<file path="config.mk">
export PLATFORM = sky130hd
export DESIGN_NAME = lmw_seq
export DESIGN_NICKNAME = d
export VERILOG_FILES = /design/src/rtl/lmw_pkg.sv /design/src/rtl/lmw_addr_gen.sv /design/src/rtl/lmw_reg_counter.sv /design/src/rtl/lmw_ctrl.sv /design/src/rtl/lmw_seq.sv
export SDC_FILE = /design/constraint.sdc
export NUM_CORES = 1
export LEC_CHECK = 0
export BUFFER_PORTS_ARGS = -buffer_cell sky130_fd_sc_hd__buf_4
export CORE_ASPECT_RATIO = 0.6
export CORE_UTILIZATION = 40
export DETAILED_ROUTE_END_ITERATION = 12
export SKIP_LAST_GASP = 1
export SLEW_MARGIN = 40
export SYNTH_ARGS = -nofsm -noshare
export SYNTH_HDL_FRONTEND = slang
export SYNTH_SLANG_ARGS = --single-unit
</file>
<file path="constraint.sdc">
create_clock -name clk -period 4.68 [get_ports clk]
set_clock_uncertainty 0.1 [all_clocks]
set_input_delay 1.404 -clock clk [delete_from_list [all_inputs] [get_ports clk]]
set_output_delay 1.404 -clock clk [all_outputs]
set_load 0.02 [all_outputs]
</file>
<file path="src/rtl/lmw_pkg.sv">
package lmw_pkg;
  typedef enum logic [1:0] {
    ST_IDLE = 2'd0,
    ST_REQ  = 2'd1,
    ST_WAIT = 2'd2,
    ST_DONE = 2'd3
  } lmw_state_e;
endpackage

</file>
<file path="src/rtl/lmw_addr_gen.sv">
module lmw_addr_gen #(
  parameter int XLEN   = 64,
  parameter int DISP_W = 16,
  parameter int WORD_W = 32
) (
  input  logic              clk,
  input  logic              rst_n,
  input  logic              load_i,
  input  logic              base_zero_i,
  input  logic [XLEN-1:0]   ra_val_i,
  input  logic [DISP_W-1:0] disp_i,
  input  logic              step_i,
  output logic [XLEN-1:0]   addr_o
);
  localparam logic [XLEN-1:0] STEP = XLEN'(WORD_W / 8);

  // Start address: zero-or-register base plus sign-extended displacement.
  function automatic logic [XLEN-1:0] start_ea(input logic zero_base,
                                               input logic [XLEN-1:0] base,
                                               input logic [DISP_W-1:0] d);
    logic [XLEN-1:0] b;
    b = zero_base ? '0 : base;
    return b + {{(XLEN-DISP_W){d[DISP_W-1]}}, d};
  endfunction

  logic [XLEN-1:0] addr_q;

  always_ff @(posedge clk or negedge rst_n) begin
    if (!rst_n)      addr_q <= '0;
    else if (load_i) addr_q <= start_ea(base_zero_i, ra_val_i, disp_i);
    else if (step_i) addr_q <= addr_q + STEP;
  end

  assign addr_o = addr_q;
endmodule

</file>
<file path="src/rtl/lmw_reg_counter.sv">
module lmw_reg_counter #(
  parameter int IDX_W = 5
) (
  input  logic             clk,
  input  logic             rst_n,
  input  logic             load_i,
  input  logic [IDX_W-1:0] rt_i,
  input  logic             step_i,
  output logic [IDX_W-1:0] idx_o,
  output logic             last_o
);
  localparam logic [IDX_W-1:0] LAST_IDX = {IDX_W{1'b1}};

  logic [IDX_W-1:0] idx_q;

  always_ff @(posedge clk or negedge rst_n) begin
    if (!rst_n)      idx_q <= '0;
    else if (load_i) idx_q <= rt_i;
    else if (step_i) idx_q <= idx_q + 1'b1;
  end

  assign idx_o  = idx_q;
  assign last_o = (idx_q == LAST_IDX);
endmodule

</file>
<file path="src/rtl/lmw_ctrl.sv">
module lmw_ctrl
  import lmw_pkg::*;
(
  input  logic clk,
  input  logic rst_n,
  input  logic start_i,
  input  logic rsp_valid_i,
  input  logic last_i,
  output logic load_o,
  output logic req_o,
  output logic wr_fire_o,
  output logic done_o,
  output logic busy_o
);
  lmw_state_e state_q, state_d;

  always_comb begin
    state_d = state_q;
    unique case (state_q)
      ST_IDLE: if (start_i) state_d = ST_REQ;
      ST_REQ:  state_d = ST_WAIT;
      ST_WAIT: if (rsp_valid_i) state_d = last_i ? ST_DONE : ST_REQ;
      ST_DONE: state_d = ST_IDLE;
      default: state_d = ST_IDLE;
    endcase
  end

  always_ff @(posedge clk or negedge rst_n) begin
    if (!rst_n) state_q <= ST_IDLE;
    else        state_q <= state_d;
  end

  assign load_o    = (state_q == ST_IDLE) && start_i;
  assign req_o     = (state_q == ST_REQ);
  assign wr_fire_o = (state_q == ST_WAIT) && rsp_valid_i;
  assign done_o    = (state_q == ST_DONE);
  assign busy_o    = (state_q != ST_IDLE);

  // completion is a single-cycle pulse.
  assert_done_pulse_R7: assert property (@(posedge clk) disable iff (!rst_n)
    done_o |=> !done_o && !req_o);
endmodule

</file>
<file path="src/rtl/lmw_seq.sv">
module lmw_seq #(
  parameter int XLEN   = 64,
  parameter int WORD_W = 32,
  parameter int DISP_W = 16,
  parameter int IDX_W  = 5
) (
  input  logic              clk,
  input  logic              rst_n,
  input  logic              start_i,
  input  logic [IDX_W-1:0]  rt_idx_i,
  input  logic [IDX_W-1:0]  ra_idx_i,
  input  logic [XLEN-1:0]   ra_val_i,
  input  logic [DISP_W-1:0] disp_i,
  output logic              rd_req_o,
  output logic [XLEN-1:0]   rd_addr_o,
  input  logic              rd_valid_i,
  input  logic [WORD_W-1:0] rd_data_i,
  output logic              wr_en_o,
  output logic [IDX_W-1:0]  wr_idx_o,
  output logic [XLEN-1:0]   wr_data_o,
  output logic              done_o
);
  localparam logic [IDX_W-1:0] LAST_IDX  = {IDX_W{1'b1}};
  localparam logic [XLEN-1:0]  ADDR_STEP = XLEN'(WORD_W / 8);

  function automatic logic [XLEN-1:0] zext_word(input logic [WORD_W-1:0] w);
    return {{(XLEN-WORD_W){1'b0}}, w};
  endfunction

  // Named internal events.
  logic load_evt;
  logic wr_evt;
  logic last_evt;
  logic busy;
  logic base_zero;

  assign base_zero = (ra_idx_i == '0);

  lmw_ctrl u_ctrl (
    .clk         (clk),
    .rst_n       (rst_n),
    .start_i     (start_i),
    .rsp_valid_i (rd_valid_i),
    .last_i      (last_evt),
    .load_o      (load_evt),
    .req_o       (rd_req_o),
    .wr_fire_o   (wr_evt),
    .done_o      (done_o),
    .busy_o      (busy)
  );

  lmw_addr_gen #(.XLEN(XLEN), .DISP_W(DISP_W), .WORD_W(WORD_W)) u_addr (
    .clk         (clk),
    .rst_n       (rst_n),
    .load_i      (load_evt),
    .base_zero_i (base_zero),
    .ra_val_i    (ra_val_i),
    .disp_i      (disp_i),
    .step_i      (wr_evt),
    .addr_o      (rd_addr_o)
  );

  lmw_reg_counter #(.IDX_W(IDX_W)) u_cnt (
    .clk    (clk),
    .rst_n  (rst_n),
    .load_i (load_evt),
    .rt_i   (rt_idx_i),
    .step_i (wr_evt),
    .idx_o  (wr_idx_o),
    .last_o (last_evt)
  );

  assign wr_en_o   = wr_evt;
  assign wr_data_o = zext_word(rd_data_i);

  // a request lasts one cycle.
  assert_req_pulse_R9: assert property (@(posedge clk) disable iff (!rst_n)
    rd_req_o |=> !rd_req_o);

  // request, write and done never coincide.
  assert_events_exclusive_R9: assert property (@(posedge clk) disable iff (!rst_n)
    $onehot0({rd_req_o, wr_en_o, done_o}));

  // after a non-final write the next request is one word further on.
  assert_addr_step_R4: assert property (@(posedge clk) disable iff (!rst_n)
    (wr_en_o && wr_idx_o != LAST_IDX) |=>
      (rd_req_o && rd_addr_o == $past(rd_addr_o) + ADDR_STEP));

  // the write to the top register is followed by done.
  assert_done_after_last_R7: assert property (@(posedge clk) disable iff (!rst_n)
    (wr_en_o && wr_idx_o == LAST_IDX) |=> done_o);

  // a start while busy does not move the address.
  assert_start_ignored_R5: assert property (@(posedge clk) disable iff (!rst_n)
    (start_i && busy && !wr_en_o) |=> $stable(rd_addr_o));
endmodule

</file>
==> qor.csv, run 1 <==
stage,metric,value,unit
outcome,outcome,"complete, but fails checks",
outcome,failing checks,negative setup slack,
yosys,#FFs+latches synth,71,
worst_setup_path,flop2flop setup slack,1.29,ns
finish,"most common cell after layout, fill and taps aside",buf_4,
job,MaxCap Viol Count,0,
worst_setup_path,Worst Reg-to-Reg Cells,9,
sta,Final Critical Period,4.831,ns
detailed_routing,DR iter-0 viols,708,
global_route,initial antenna violation count,0,
finish,area grow syn2layout,48.39,%
worst_setup_path,Startpoint Class,primary input,
sta,endpoints failing setup,20,
worst_setup_path,Critical Path RT,4.88,ns
detailed_routing,Routed Antenna Nets,0,
detailed_routing,Post-Route WL,31650,um
finish,layout cells sized above 1,37.97,%
sta,RSZ-0062 raised after global routing,yes,
worst_setup_path,Buf/Inv on CP,4,
detailed_routing,DRT met1 WL,16430,um
placed_design,Port-buffer cells,165,
global_route,GRT overflow,0,
global_route,first-pass GRT wire length,48690,um
power,internal power,0.002600,W
finish,multi-input logic area,6730,um2
yosys,Syn Std Cell Area,8487,um2
sta,crit share post-route,103.2,%
floorplan,Top Ports,262,
placed_design,GP Congestion,0.9500,
worst_setup_path,Top delay family on crit path,simple AND/OR/NAND/NOR gates,
worst_setup_path,slowest cell on the critical path,or4_4,
worst_setup_path,Reg-to-Reg End,u_addr.addr_o[59],
floorplan,die area,21820,um2
detailed_routing,drt wl/cell,18.10,um
clocking,CTS H-tree depth,3,
sta,f_max,0.2070,GHz
detailed_routing,met2 wire length,12420,um
placed_design,Post-DP HPWL,24390,um
finish,nets,1663,
clocking,CTS Hold Buffers Added,0,
floorplan,width of the chip,190.0,um
power,Clk network pwr share,14.6,%
power,Max rail drop VDD,0.3887,mV
finish,FF/Latch Area,1777,um2
floorplan,DIE HEIGHT,114.8,um
sta,Final Hold Vio Count,0,
sta,Fin Hold WS,0.3894,ns
global_route,Total GRT Usage,28.72,%
clocking,CTS tree,yes,
worst_setup_path,crit-path cells,buf_6 -> or4_4 -> nor2_4 -> buf_12 -> buf_12 -> nor2b_1 -> ha_1 -> nand2_4 -> o21ai_4 -> buf_4 -> nor2_1 -> a2bb2oi_2 -> a31oi_4 -> or4b_4 -> nand2_4 -> a41oi_4 -> a211o_1 -> nand3_2,
worst_setup_path,crit path capture type,flip-flop,
worst_setup_path,crit-path max cell delay,0.56,ns
finish,diode count,0,
yosys,dominant synthesized flop cell,dfrtp_1,
hold_path,Worst Hold Path EP,u_addr.addr_o[0],
detailed_routing,max layer used,met4,
worst_setup_path,Setup CP Type,primary input to flip-flop,
yosys,cells after synthesis,1111,
detailed_routing,DR pass1 iterations,6,
floorplan,Core ar.,20370,um2
global_route,number of global-route vias before repair,8732,
sta,final worst slack,-0.1509,ns
power,Sequential Power Share,27.2,%
sta,Worst Tran Pin Value,0.7347,ns
hold_path,hold path depth,2,
hold_path,Hold Startpoint,u_addr.addr_o[0],
placed_design,post-placement setup slack,-0.6176,ns
finish,most frequent cells in the layout,"406 x buf_4, 130 x nand2_1, 71 x dfrtp_1, 64 x nor2b_1, 64 x xnor2_1",
detailed_routing,Vias,9410,
yosys,Post-synth EDFFs,0,
yosys,fraction of registers with async set/reset,100.0,%
power,Sw Pwr,0.002302,W
power,combinational share of power,58.3,%
clocking,CTS Buf Count,9,
clocking,"Reg clk slew, reported paths",0.07,ns
yosys,synth warn,0,
detailed_routing,met3 wire len,2680,um
yosys,post-synth top area share,20.93,%
clocking,clk root buf,clkbuf_16,
clocking,CTS Sinks,71,
yosys,"top cells by area, synth","dfrtp_1 21%, ha_1 9.7%, xnor2_1 6.9%, nand2_1 5.9%, buf_4 5.8%",
worst_setup_path,Worst Path Arrival,5.03,ns
sta,final count of pins violating max slew,0,
global_route,largest net degree at the start of global routing,72,
power,Leakage,5.951,nW
worst_setup_path,worst r2r src,u_addr.addr_o[28],
yosys,Yosys top cell by area,dfrtp_1,
clocking,worst-case clock buffer depth,2,
power,pwr/cell area,389.2,nW/um2
finish,Layout fillers,1850,
floorplan,initial core utilization,41.66,%
yosys,count of cell types in the netlist,74,
sta,Slew HR,50.64,%
clocking,clk_lat worst skew,0.36,ns
floorplan,row count,40,
detailed_routing,drt drc,0,
worst_setup_path,critical path depth,18,
hold_path,Hold Path Class,flip-flop to flip-flop,
yosys,Mapped Avg Cell Area,7.639,um2
yosys,"Seq/Total Area, Yosys",20.93,%
detailed_routing,routed vias/inst,5.383,
worst_setup_path,Max Fanout on Critical Path,6,
power,switching part of the total,46.95,%
[cells in the mapped netlist, drive strengths merged (3+ instances only)]
library cell / n
nand4: 29
inv: 30
nor3: 14
a31oi: 10
o31ai: 11
a221oi: 8
o21ai: 93
and2: 10
a21oi: 75
and4: 4
ha: 66
or2: 3
dfrtp: 71
xnor2: 67
nor2: 60
clkbuf: 30
a211oi: 7
o21a: 5
xor2: 46
nor4: 12
buf: 79
a21o: 42
nand2: 135
nand3: 42
and3: 20
o21bai: 14
o211ai: 5
o221ai: 6
nor2b: 69
a21boi: 4
nand2b: 11
[area by class of cell]
cell class / instances / area share [%]
clock buffers: 11 / 2.007
multi-input cells: 932 / 53.44
flip-flops and latches: 71 / 14.11
well taps: 273 / 2.712
clock inverters: 5 / 0.3080
repair buffers: 426 / 26.53
inverters: 30 / 0.8942
[tightest hold or removal path: stages (launching register included)]
cell and delay [ns]:
dfrtp_1 0.35, nand2_1 0.05, nand2_1 0.06
[cell families after synthesis]
family | after synthesis | synth area share, %
AO/OA/AOI/OAI | 303 | 23.13
XOR/XNOR | 113 | 11.66
adder cells (fa/ha/maj) | 67 | 9.966
buffers and inverters | 139 | 9.612
flip-flops | 71 | 20.93
other | 1 | 0.04419
AND/OR/NAND/NOR | 417 | 24.65
[power by group through the flow]
stage	clock network [W]	logic [W]	registers, W
floorplan	0	0.00126	0.00156
global placement	0	0.00263	0.00132
detailed placement	0	0.00266	0.00132
CTS	0.000729	0.00272	0.00132
global route	0.000755	0.00309	0.00137
finish	0.000714	0.00286	0.00133
[sequential cells by signal (all words and copies together) (netlist names)]
signal / count
u_ctrl.state_q: 2
u_addr.addr_o: 64
u_cnt.idx_o: 5
[per-layer routing]
metal	track usage (%)	vias to the layer above
met4	3.602	0
li1	-	4573
met5	0	-
met1	45.21	4481
met2	38.69	346
met3	7.784	10
[per-stage QoR]
stage | cells | instance area (um2) | setup TNS (ns) | util (%) | total power, W
after floorplan | 1142 | 8692 | -0.4411 | - | 0.002824
after global placement | 1693 | 11250 | -15.03 | 55.24 | 0.003957
after detailed placement | 1693 | 11260 | -15.62 | 55.26 | 0.003981
after CTS | 1728 | 11960 | -0.7921 | 58.72 | 0.004769
after global routing | 1748 | 12590 | -5.572 | 61.82 | 0.005215
final | 1748 | 12590 | -1.541 | 61.82 | 0.004902
[worst max-delay path by stage]
stage                startpoint  slack, ns                end
global placement    ra_idx_i[4]      -0.60  u_addr.addr_o[57]
floorplan           ra_idx_i[4]      -0.09  u_addr.addr_o[52]
CTS                 ra_idx_i[4]      -0.08  u_addr.addr_o[41]
finish              ra_idx_i[4]      -0.15  u_addr.addr_o[56]
global route        ra_idx_i[4]      -0.27  u_addr.addr_o[56]
detailed placement  ra_idx_i[4]      -0.62  u_addr.addr_o[57]
[timing repair]
item | 4_1_cts | 5_1_grt
pin swaps | 17 | 60
endpoints found under the setup margin | 26 | 34
gates cloned | 2 | 1
resized for setup | 51 | 91
buffers inserted | 17 | 20
Power figures use the tool's default switching activity.
==> run 2: changes to the inputs <==
--- a/config.mk
+++ b/config.mk
@@ -5,9 +5,11 @@
 export SDC_FILE = /design/constraint.sdc
 export NUM_CORES = 1
 export LEC_CHECK = 0
+export ABC_AREA = 1
 export BUFFER_PORTS_ARGS = -buffer_cell sky130_fd_sc_hd__buf_4
 export CORE_ASPECT_RATIO = 0.6
 export CORE_UTILIZATION = 40
+export CTS_CLUSTER_SIZE = 28
 export DETAILED_ROUTE_END_ITERATION = 12
 export SKIP_LAST_GASP = 1
 export SLEW_MARGIN = 40
==> run 2 against run 1 <==
Against the previous run: synthesized cell count increased by 99%; sequential power increased by 13%; largest cell class unchanged; the run now ends clean; highest routed layer unchanged; largest power group unchanged; die area increased by 40%; synthesized area increased by 40%; critical endpoint is now u_addr.addr_o[62].
==> qor.csv, run 2 <==
stage,metric,value,unit,change
floorplan,Top Ports,262,,unchanged
finish,diode count,0,,unchanged
worst_setup_path,Worst Path Arrival,4.34,ns,-0.69 ns
yosys,Syn Std Cell Area,11920,um2,+40%
floorplan,die area,30520,um2,+40%
worst_setup_path,crit path capture type,flip-flop,,
placed_design,GP Congestion,0.9999,,+5.3%
detailed_routing,routed vias/inst,5.148,,-4.4%
yosys,top-count cell post-synth,nand2_1,,
sta,Slew HR,48.32,%,-2.3 points
floorplan,Core ar.,29010,um2,+42%
yosys,cells after synthesis,2213,,+99%
yosys,synth cell count leaders,"738 x nand2_1, 420 x inv_1, 240 x nor2_1",,
yosys,"Seq/Total Area, Yosys",14.90,%,-6.0 points
power,Sw Pwr,0.003268,W,+42%
detailed_routing,Vias,14400,,+53%
floorplan,DIE HEIGHT,135.7,um,+18%
worst_setup_path,slowest cell on the critical path,nand3_1,,
yosys,post-synth top area share,23.23,%,+2.3 points
yosys,Post-Synth XOR/XNOR Area,2.204,%,-9.5 points
hold_path,hold path depth,2,,unchanged
detailed_routing,DR iter-0 viols,1528,,+120%
worst_setup_path,Reg-to-Reg End,u_addr.addr_o[62],,
floorplan,row count,48,,+20%
power,Max rail drop VDD,0.2744,mV,-29%
hold_path,Worst Hold Path EP,u_addr.addr_o[0],,
clocking,"Reg clk slew, reported paths",0.07,ns,about the same
yosys,Compound-Gate Fraction of Synth Area,11.97,%,-11 points
power,Sequential Power Share,25.8,%,-1.4 points
detailed_routing,drt wl/cell,18.09,um,about the same
clocking,CTS H-tree depth,3,,unchanged
clocking,worst-case clock buffer depth,2,,unchanged
yosys,count of cell types in the netlist,57,,-23%
global_route,Total GRT Usage,33.05,%,+4.3 points
clocking,CTS tree,yes,,
yosys,Post-Synth Simple-Gate Area,45.29,%,+21 points
yosys,Yosys top cell by area,nand2_1,,
finish,most frequent cells in the layout,"736 x nand2_1, 420 x inv_1, 240 x nor2_1, 230 x buf_4, 135 x nand3_1",,
power,internal power,0.002556,W,-1.7%
power,Clk network pwr share,12.3,%,-2.3 points
hold_path,Hold Startpoint,u_addr.addr_o[0],,
sta,Worst Tran Pin Value,0.7752,ns,+0.04050 ns
yosys,largest family of logic cells by synthesized area,simple AND/OR/NAND/NOR gates,,
clocking,post-CTS setup repair buffer count,0,,-17
yosys,"top cells by area, synth","nand2_1 23%, dfrtp_1 15%, inv_1 13%, nor2_1 7.6%, ha_1 6.9%",,
yosys,fraction of registers with async set/reset,100.0,%,unchanged
worst_setup_path,Top delay family on crit path,simple AND/OR/NAND/NOR gates,,
clocking,CTS Sinks,71,,unchanged
finish,"most common cell after layout, fill and taps aside",nand2_1,,
power,switching part of the total,56.12,%,+9.2 points
finish,Layout fillers,3300,,+78%
worst_setup_path,flop2flop setup slack,1.75,ns,+0.46 ns
global_route,first-pass GRT wire length,75690,um,+55%
sta,f_max,0.2401,GHz,+16%
power,combinational share of power,61.8,%,+3.5 points
detailed_routing,DR pass1 iterations,5,,-1
sta,crit share post-route,89.00,%,-14 points
worst_setup_path,Max Fanout on Critical Path,16,,+10
finish,layout cells sized above 1,12.89,%,-25 points
finish,area grow syn2layout,17.59,%,
worst_setup_path,crit-path cells,buf_4 -> nor3_1 -> nand2_2 -> buf_4 -> nand2_1 -> inv_1 -> ha_1 -> inv_1 -> fa_1 -> inv_1 -> nand3_1 -> nand3_1 -> nand2_1 -> nand2_1 -> nand2_1 -> nand2_1 -> nand2_1 -> nand3_1 -> nand2_1 -> nand2_1 -> nand2_1 -> nand3_1 -> nand2_1 -> inv_1,,
sta,final count of pins violating max slew,0,,unchanged
yosys,Mapped Avg Cell Area,5.388,um2,-29%
job,MaxCap Viol Count,0,,unchanged
clocking,CTS Hold Buffers Added,0,,unchanged
sta,Final Critical Period,4.165,ns,-0.6657 ns
outcome,outcome,finished clean,,
global_route,GRT overflow,0,,unchanged
worst_setup_path,"most used cell, CP",nand2_1,,
yosys,synth warn,0,,unchanged
finish,max reg flops,64,,unchanged
worst_setup_path,Worst Reg-to-Reg Cells,12,,+3
power,pwr/cell area,415.4,nW/um2,+6.7%
power,total chip power,0.005824,W,+19%
yosys,Post-synth EDFFs,0,,unchanged
worst_setup_path,crit-path max cell delay,0.23,ns,-0.33 ns
placed_design,Port-buffer cells,165,,unchanged
detailed_routing,Routed Antenna Nets,0,,unchanged
finish,nets,2585,,+55%
clocking,clk_lat worst skew,0.37,ns,about the same
clocking,clk root buf,clkbuf_16,,
worst_setup_path,Setup CP Type,primary input to flip-flop,,
clocking,post-CTS sizing,0,,-100%
global_route,initial antenna violation count,0,,unchanged
global_route,number of global-route vias before repair,12580,,+44%
sta,setup TNS,0,ns,+1.541 ns
floorplan,initial core utilization,41.10,%,-0.56 points
global_route,largest net degree at the start of global routing,72,,unchanged
sta,Final Hold Vio Count,0,,unchanged
floorplan,width of the chip,224.9,um,+18%
worst_setup_path,Startpoint Class,primary input,,
sta,endpoints failing setup,0,,-100%
placed_design,Post-DP HPWL,42730,um,+75%
detailed_routing,drt drc,0,,unchanged
worst_setup_path,Critical Path RT,4.85,ns,-0.03 ns
detailed_routing,Post-Route WL,50610,um,+60%
worst_setup_path,worst r2r src,u_addr.addr_o[2],,
clocking,CTS Buf Count,9,,unchanged
power,Leakage,7.918,nW,+33%
sta,RSZ-0062 raised after global routing,no,,
hold_path,Hold Path Class,flip-flop to flip-flop,,
yosys,dominant synthesized flop cell,dfrtp_1,,
yosys,mux contribution to synthesized area,0,%,unchanged
yosys,#FFs+latches synth,71,,unchanged
worst_setup_path,Buf/Inv on CP,6,,+2
yosys,Synth Area in Adders,7.094,%,-2.9 points
run 2: changes by cell type after synthesis, moves of 26 or more:
| cell | change |
|---|---|
| o21ai_1 | -27 |
| nor3_1 | +30 |
| a21oi_1 | +52 |
| a21o_1 | -42 |
| inv_1 | +390 |
| nor2b_1 | -69 |
| nor2_1 | +180 |
| nand3_1 | +94 |
| nand2_1 | +604 |
| xnor2_1 | -57 |
| xor2_1 | -26 |
run 2: worst max-delay path by stage:
stage                 from  slack [ns]           endpoint  cells after the start
6_report       ra_idx_i[3]        0.51  u_addr.addr_o[62]                     24
5_1_grt        ra_idx_i[3]        0.24  u_addr.addr_o[62]                     24
4_1_cts        ra_idx_i[3]        0.56  u_addr.addr_o[62]                     24
3_5_place_dp   ra_idx_i[3]        0.17  u_addr.addr_o[62]                     24
3_3_place_gp   ra_idx_i[3]        0.13  u_addr.addr_o[62]                     18
2_1_floorplan  ra_idx_i[3]        0.81  u_addr.addr_o[60]                     22
run 2: per-stage QoR:
| stage | area (um2) | setup slack (ns) | hold WS, ns | util [%] | std cells |
|---|---|---|---|---|---|
| after floorplan | 12040 | 0.8142 | 0.3797 | - | 2244 |
| after global placement | 13720 | 0.1275 | 0.3684 | 47.29 | 2781 |
| after detailed placement | 13720 | 0.1738 | 0.3750 | 47.30 | 2781 |
| after CTS | 14010 | 0.5560 | 0.3892 | 48.30 | 2797 |
| after global routing | 14020 | 0.2385 | 0.4197 | 48.33 | 2797 |
| final | 14020 | 0.5148 | 0.3936 | 48.33 | 2797 |
run 2: worst reg2reg max path, cell delays in order (launching register included):
cell and delay (ns):
dfrtp_1 0.45, ha_1 0.51, nand2_2 0.15, nor2_4 0.20, nand4_1 0.18, nor2_1 0.26, nand3_1 0.25, nor2_1 0.36
nand3_1 0.12, nand2_1 0.08, nand3_1 0.06, nand2_1 0.09, inv_1 0.03
run 2: cell type report:
cell class	instances	area, um2	share of cell area (%)
flip-flops and latches	71	1777	12.67
clock buffers	9	225.2	1.606
multi-input cells	1651	8077	57.61
clock inverters	7	62.56	0.4462
repair buffers	233	1778	12.68
well taps	400	500.5	3.570
inverters	426	1600	11.41
run 2: power groups by stage:
stage / clock network [W] / logic (W) / registers (W)
after global routing: 0.000741 / 0.00395 / 0.00154
after global placement: 0 / 0.00353 / 0.00149
after floorplan: 0 / 0.00196 / 0.00165
final: 0.000718 / 0.00360 / 0.00150
after CTS: 0.000730 / 0.00357 / 0.00148
after detailed placement: 0 / 0.00356 / 0.00149
run 2: kinds of logic after synthesis:
family	after synthesis
and+or+nand+nor	1262
buffers and inverters	522
AOI/OAI and AO/OA	260
DFF	71
adders and majority gates	67
xor gates and xnor gates	30
other	1
run 2: routing by layer:
layer	GRT usage, %	share of wire [%]	up-vias
li1	-	-	7173
met1	50.82	50	6556
met2	45.04	38	639
met3	9.911	11	32
met4	3.893	0.66	0
met5	0	0	-
==> run 3: changes to the inputs <==
--- a/config.mk
+++ b/config.mk
@@ -11,6 +11,7 @@
 export CORE_UTILIZATION = 40
 export CTS_CLUSTER_SIZE = 28
 export DETAILED_ROUTE_END_ITERATION = 12
+export REMOVE_ABC_BUFFERS = 1
 export SKIP_LAST_GASP = 1
 export SLEW_MARGIN = 40
 export SYNTH_ARGS = -nofsm -noshare
==> run 3 against run 2 <==
Against the previous run: cell area fell by 1.6%; critical endpoint is now u_addr.addr_o[59]; flip-flop and latch count did not move; highest routed layer unchanged; fmax fell by 2.4%; largest cell class unchanged; setup slack got worse by 0.10 ns; sequential share of layout area rose by 0.21 points; non-clock buffer count fell by 39; first-iteration DRC count rose by 25%.
==> qor.csv, run 3 (same netlist as run 2, synthesis figures left out) <==
stage,metric,value,unit,change
outcome,outcome,finished clean,,
finish,diode count,0,,unchanged
floorplan,row count,48,,unchanged
finish,layout cells sized above 1,11.41,%,-1.5 points
clocking,post-CTS setup repair buffer count,0,,unchanged
power,Leakage,7.763,nW,-2.0%
sta,final worst slack,0.4136,ns,-0.1012 ns
global_route,first-pass GRT wire length,79020,um,+4.4%
finish,multi-input logic area,8071,um2,about the same
sta,Worst Tran Pin Value,0.7721,ns,-0.003046 ns
worst_setup_path,Startpoint Class,primary input,,
sta,crit share post-route,91.16,%,+2.2 points
detailed_routing,Vias,14480,,+0.57%
clocking,CTS H-tree depth,3,,unchanged
detailed_routing,drt wl/cell,19.46,um,+7.5%
worst_setup_path,Critical Path RT,4.84,ns,about the same
clocking,clk root buf,clkbuf_16,,
global_route,Total GRT Usage,34.89,%,+1.8 points
finish,max reg flops,64,,unchanged
floorplan,Top Ports,262,,unchanged
finish,Final Cell Area,13790,um2,-1.6%
clocking,"Reg clk slew, reported paths",0.06,ns,about the same
placed_design,post-placement setup slack,0.1377,ns,-0.03611 ns
worst_setup_path,crit path capture type,flip-flop,,
sta,RSZ-0062 raised after global routing,no,,
finish,FF/Latch Area,1777,um2,unchanged
hold_path,Hold Path Class,flip-flop to flip-flop,,
detailed_routing,DR pass1 iterations,6,,+1
global_route,initial antenna violation count,0,,unchanged
floorplan,Core ar.,29010,um2,unchanged
job,MaxCap Viol Count,0,,unchanged
detailed_routing,routed vias/inst,5.251,,+2.0%
worst_setup_path,"most used cell, CP",nand2_1,,
clocking,CTS tree,yes,,
finish,nets,2546,,-1.5%
sta,final count of pins violating max slew,0,,unchanged
worst_setup_path,crit-path cells,buf_4 -> nor3_1 -> nand2_2 -> buf_12 -> nand2_1 -> inv_1 -> ha_1 -> nand2_1 -> nor2_1 -> inv_1 -> nor2_1 -> nand2_1 -> inv_1 -> nand2_1 -> nand2_1 -> nand2_1 -> nand3_1 -> nand3_1 -> nand2_1 -> inv_1,,
worst_setup_path,slowest cell on the critical path,ha_1,,
finish,most frequent cells in the layout,"736 x nand2_1, 420 x inv_1, 240 x nor2_1, 189 x buf_4, 135 x nand3_1",,
finish,area grow syn2layout,15.66,%,
floorplan,die area,30520,um2,unchanged
sta,Final Hold Vio Count,0,,unchanged
finish,Util after Layout,47.54,%,-0.79 points
floorplan,initial core utilization,41.10,%,unchanged
placed_design,Inst Count DP,2742,,-1.4%
sta,f_max,0.2344,GHz,-2.4%
worst_setup_path,crit-path max cell delay,0.39,ns,+0.16 ns
placed_design,Area after DPL,13450,um2,-2.0%
floorplan,width of the chip,224.9,um,unchanged
worst_setup_path,Max Fanout on Critical Path,64,,+48
finish,"most common cell after layout, fill and taps aside",nand2_1,,
floorplan,DIE HEIGHT,135.7,um,unchanged
clocking,CTS Sinks,71,,unchanged
detailed_routing,drt drc,0,,unchanged
clocking,CTS Hold Buffers Added,0,,unchanged
clocking,worst-case clock buffer depth,2,,unchanged
finish,Layout fillers,3251,,-1.5%
detailed_routing,Routed Antenna Nets,0,,unchanged
detailed_routing,Post-Route WL,53660,um,+6.0%
placed_design,Post-DP HPWL,44620,um,+4.4%
finish,post-route insts no fill,2758,,-1.4%
sta,Final Critical Period,4.266,ns,+0.1012 ns
clocking,CTS Buf Count,9,,unchanged
power,Max rail drop VDD,0.2941,mV,+7.2%
placed_design,GP Congestion,1.043,,+4.3%
placed_design,Port-buffer cells,165,,unchanged
sta,endpoints failing setup,0,,unchanged
global_route,largest net degree at the start of global routing,72,,unchanged
global_route,GRT overflow,0,,unchanged
detailed_routing,DR iter-0 viols,1915,,+25%
global_route,number of global-route vias before repair,12510,,-0.52%
power,pwr/cell area,434.7,nW/um2,+4.6%
worst_setup_path,Setup CP Type,primary input to flip-flop,,
worst_setup_path,Worst Path Arrival,4.42,ns,+0.08 ns
sta,Slew HR,48.10,%,-0.23 points
clocking,clk_lat worst skew,0.37,ns,about the same
clocking,post-CTS sizing,0,,unchanged
-- run 3: worst paths after layout --
check                            startpoint                end  slack (ns)  cells past startpoint
max                             ra_idx_i[3]  u_addr.addr_o[59]        0.41                     20
min                        u_addr.addr_o[0]   u_addr.addr_o[0]        0.40                      2
max in group asynchronous             rst_n  u_addr.addr_o[63]        2.95                      1
min in group asynchronous             rst_n   u_addr.addr_o[5]        0.97                      1
max reg2reg                u_addr.addr_o[2]  u_addr.addr_o[50]        1.79                     13
min reg2reg                u_addr.addr_o[0]   u_addr.addr_o[0]        0.40                      2
-- run 3: final cells by class --
type	count	area share, %
clock buffers	9	1.633
clock inverters	7	0.7622
inverters	426	11.61
multi-input cells	1651	58.53
flip-flops and latches	71	12.88
well taps	400	3.629
repair buffers	194	10.95
-- run 3: metrics by stage --
stage                     hold slack [ns]  power [W]  TNS, ns
after detailed placement           0.3956   0.005097        0
after CTS                          0.4124   0.005929        0
final                              0.4046   0.005994        0
after global routing               0.4322   0.006374        0
after floorplan                    0.3797   0.003530   -5.385
after global placement             0.3659   0.005072        0
-- run 3: power breakdown --
part	total (W)	internal, W	switching (W)
sequential	0.00153	0.000922	0.000607
clock	0.000823	0.000475	0.000348
combinational	0.00364	0.00125	0.00239
total	0.00599	0.00265	0.00335
-- run 3: layer usage --
layer	track usage, %	vias to the layer above	wire length (um)
met3	10.84	35	7025
met5	0	-	0
met4	3.439	0	378
met1	54.89	6569	26440
met2	45.95	775	19820
li1	-	7103	-
-- run 3: critical path: cells and delay by family --
family,cells,cell delay (ns)
adders and majority gates,1,0.39
buffers and inverters,6,0.59
and+or+nand+nor,13,2.00
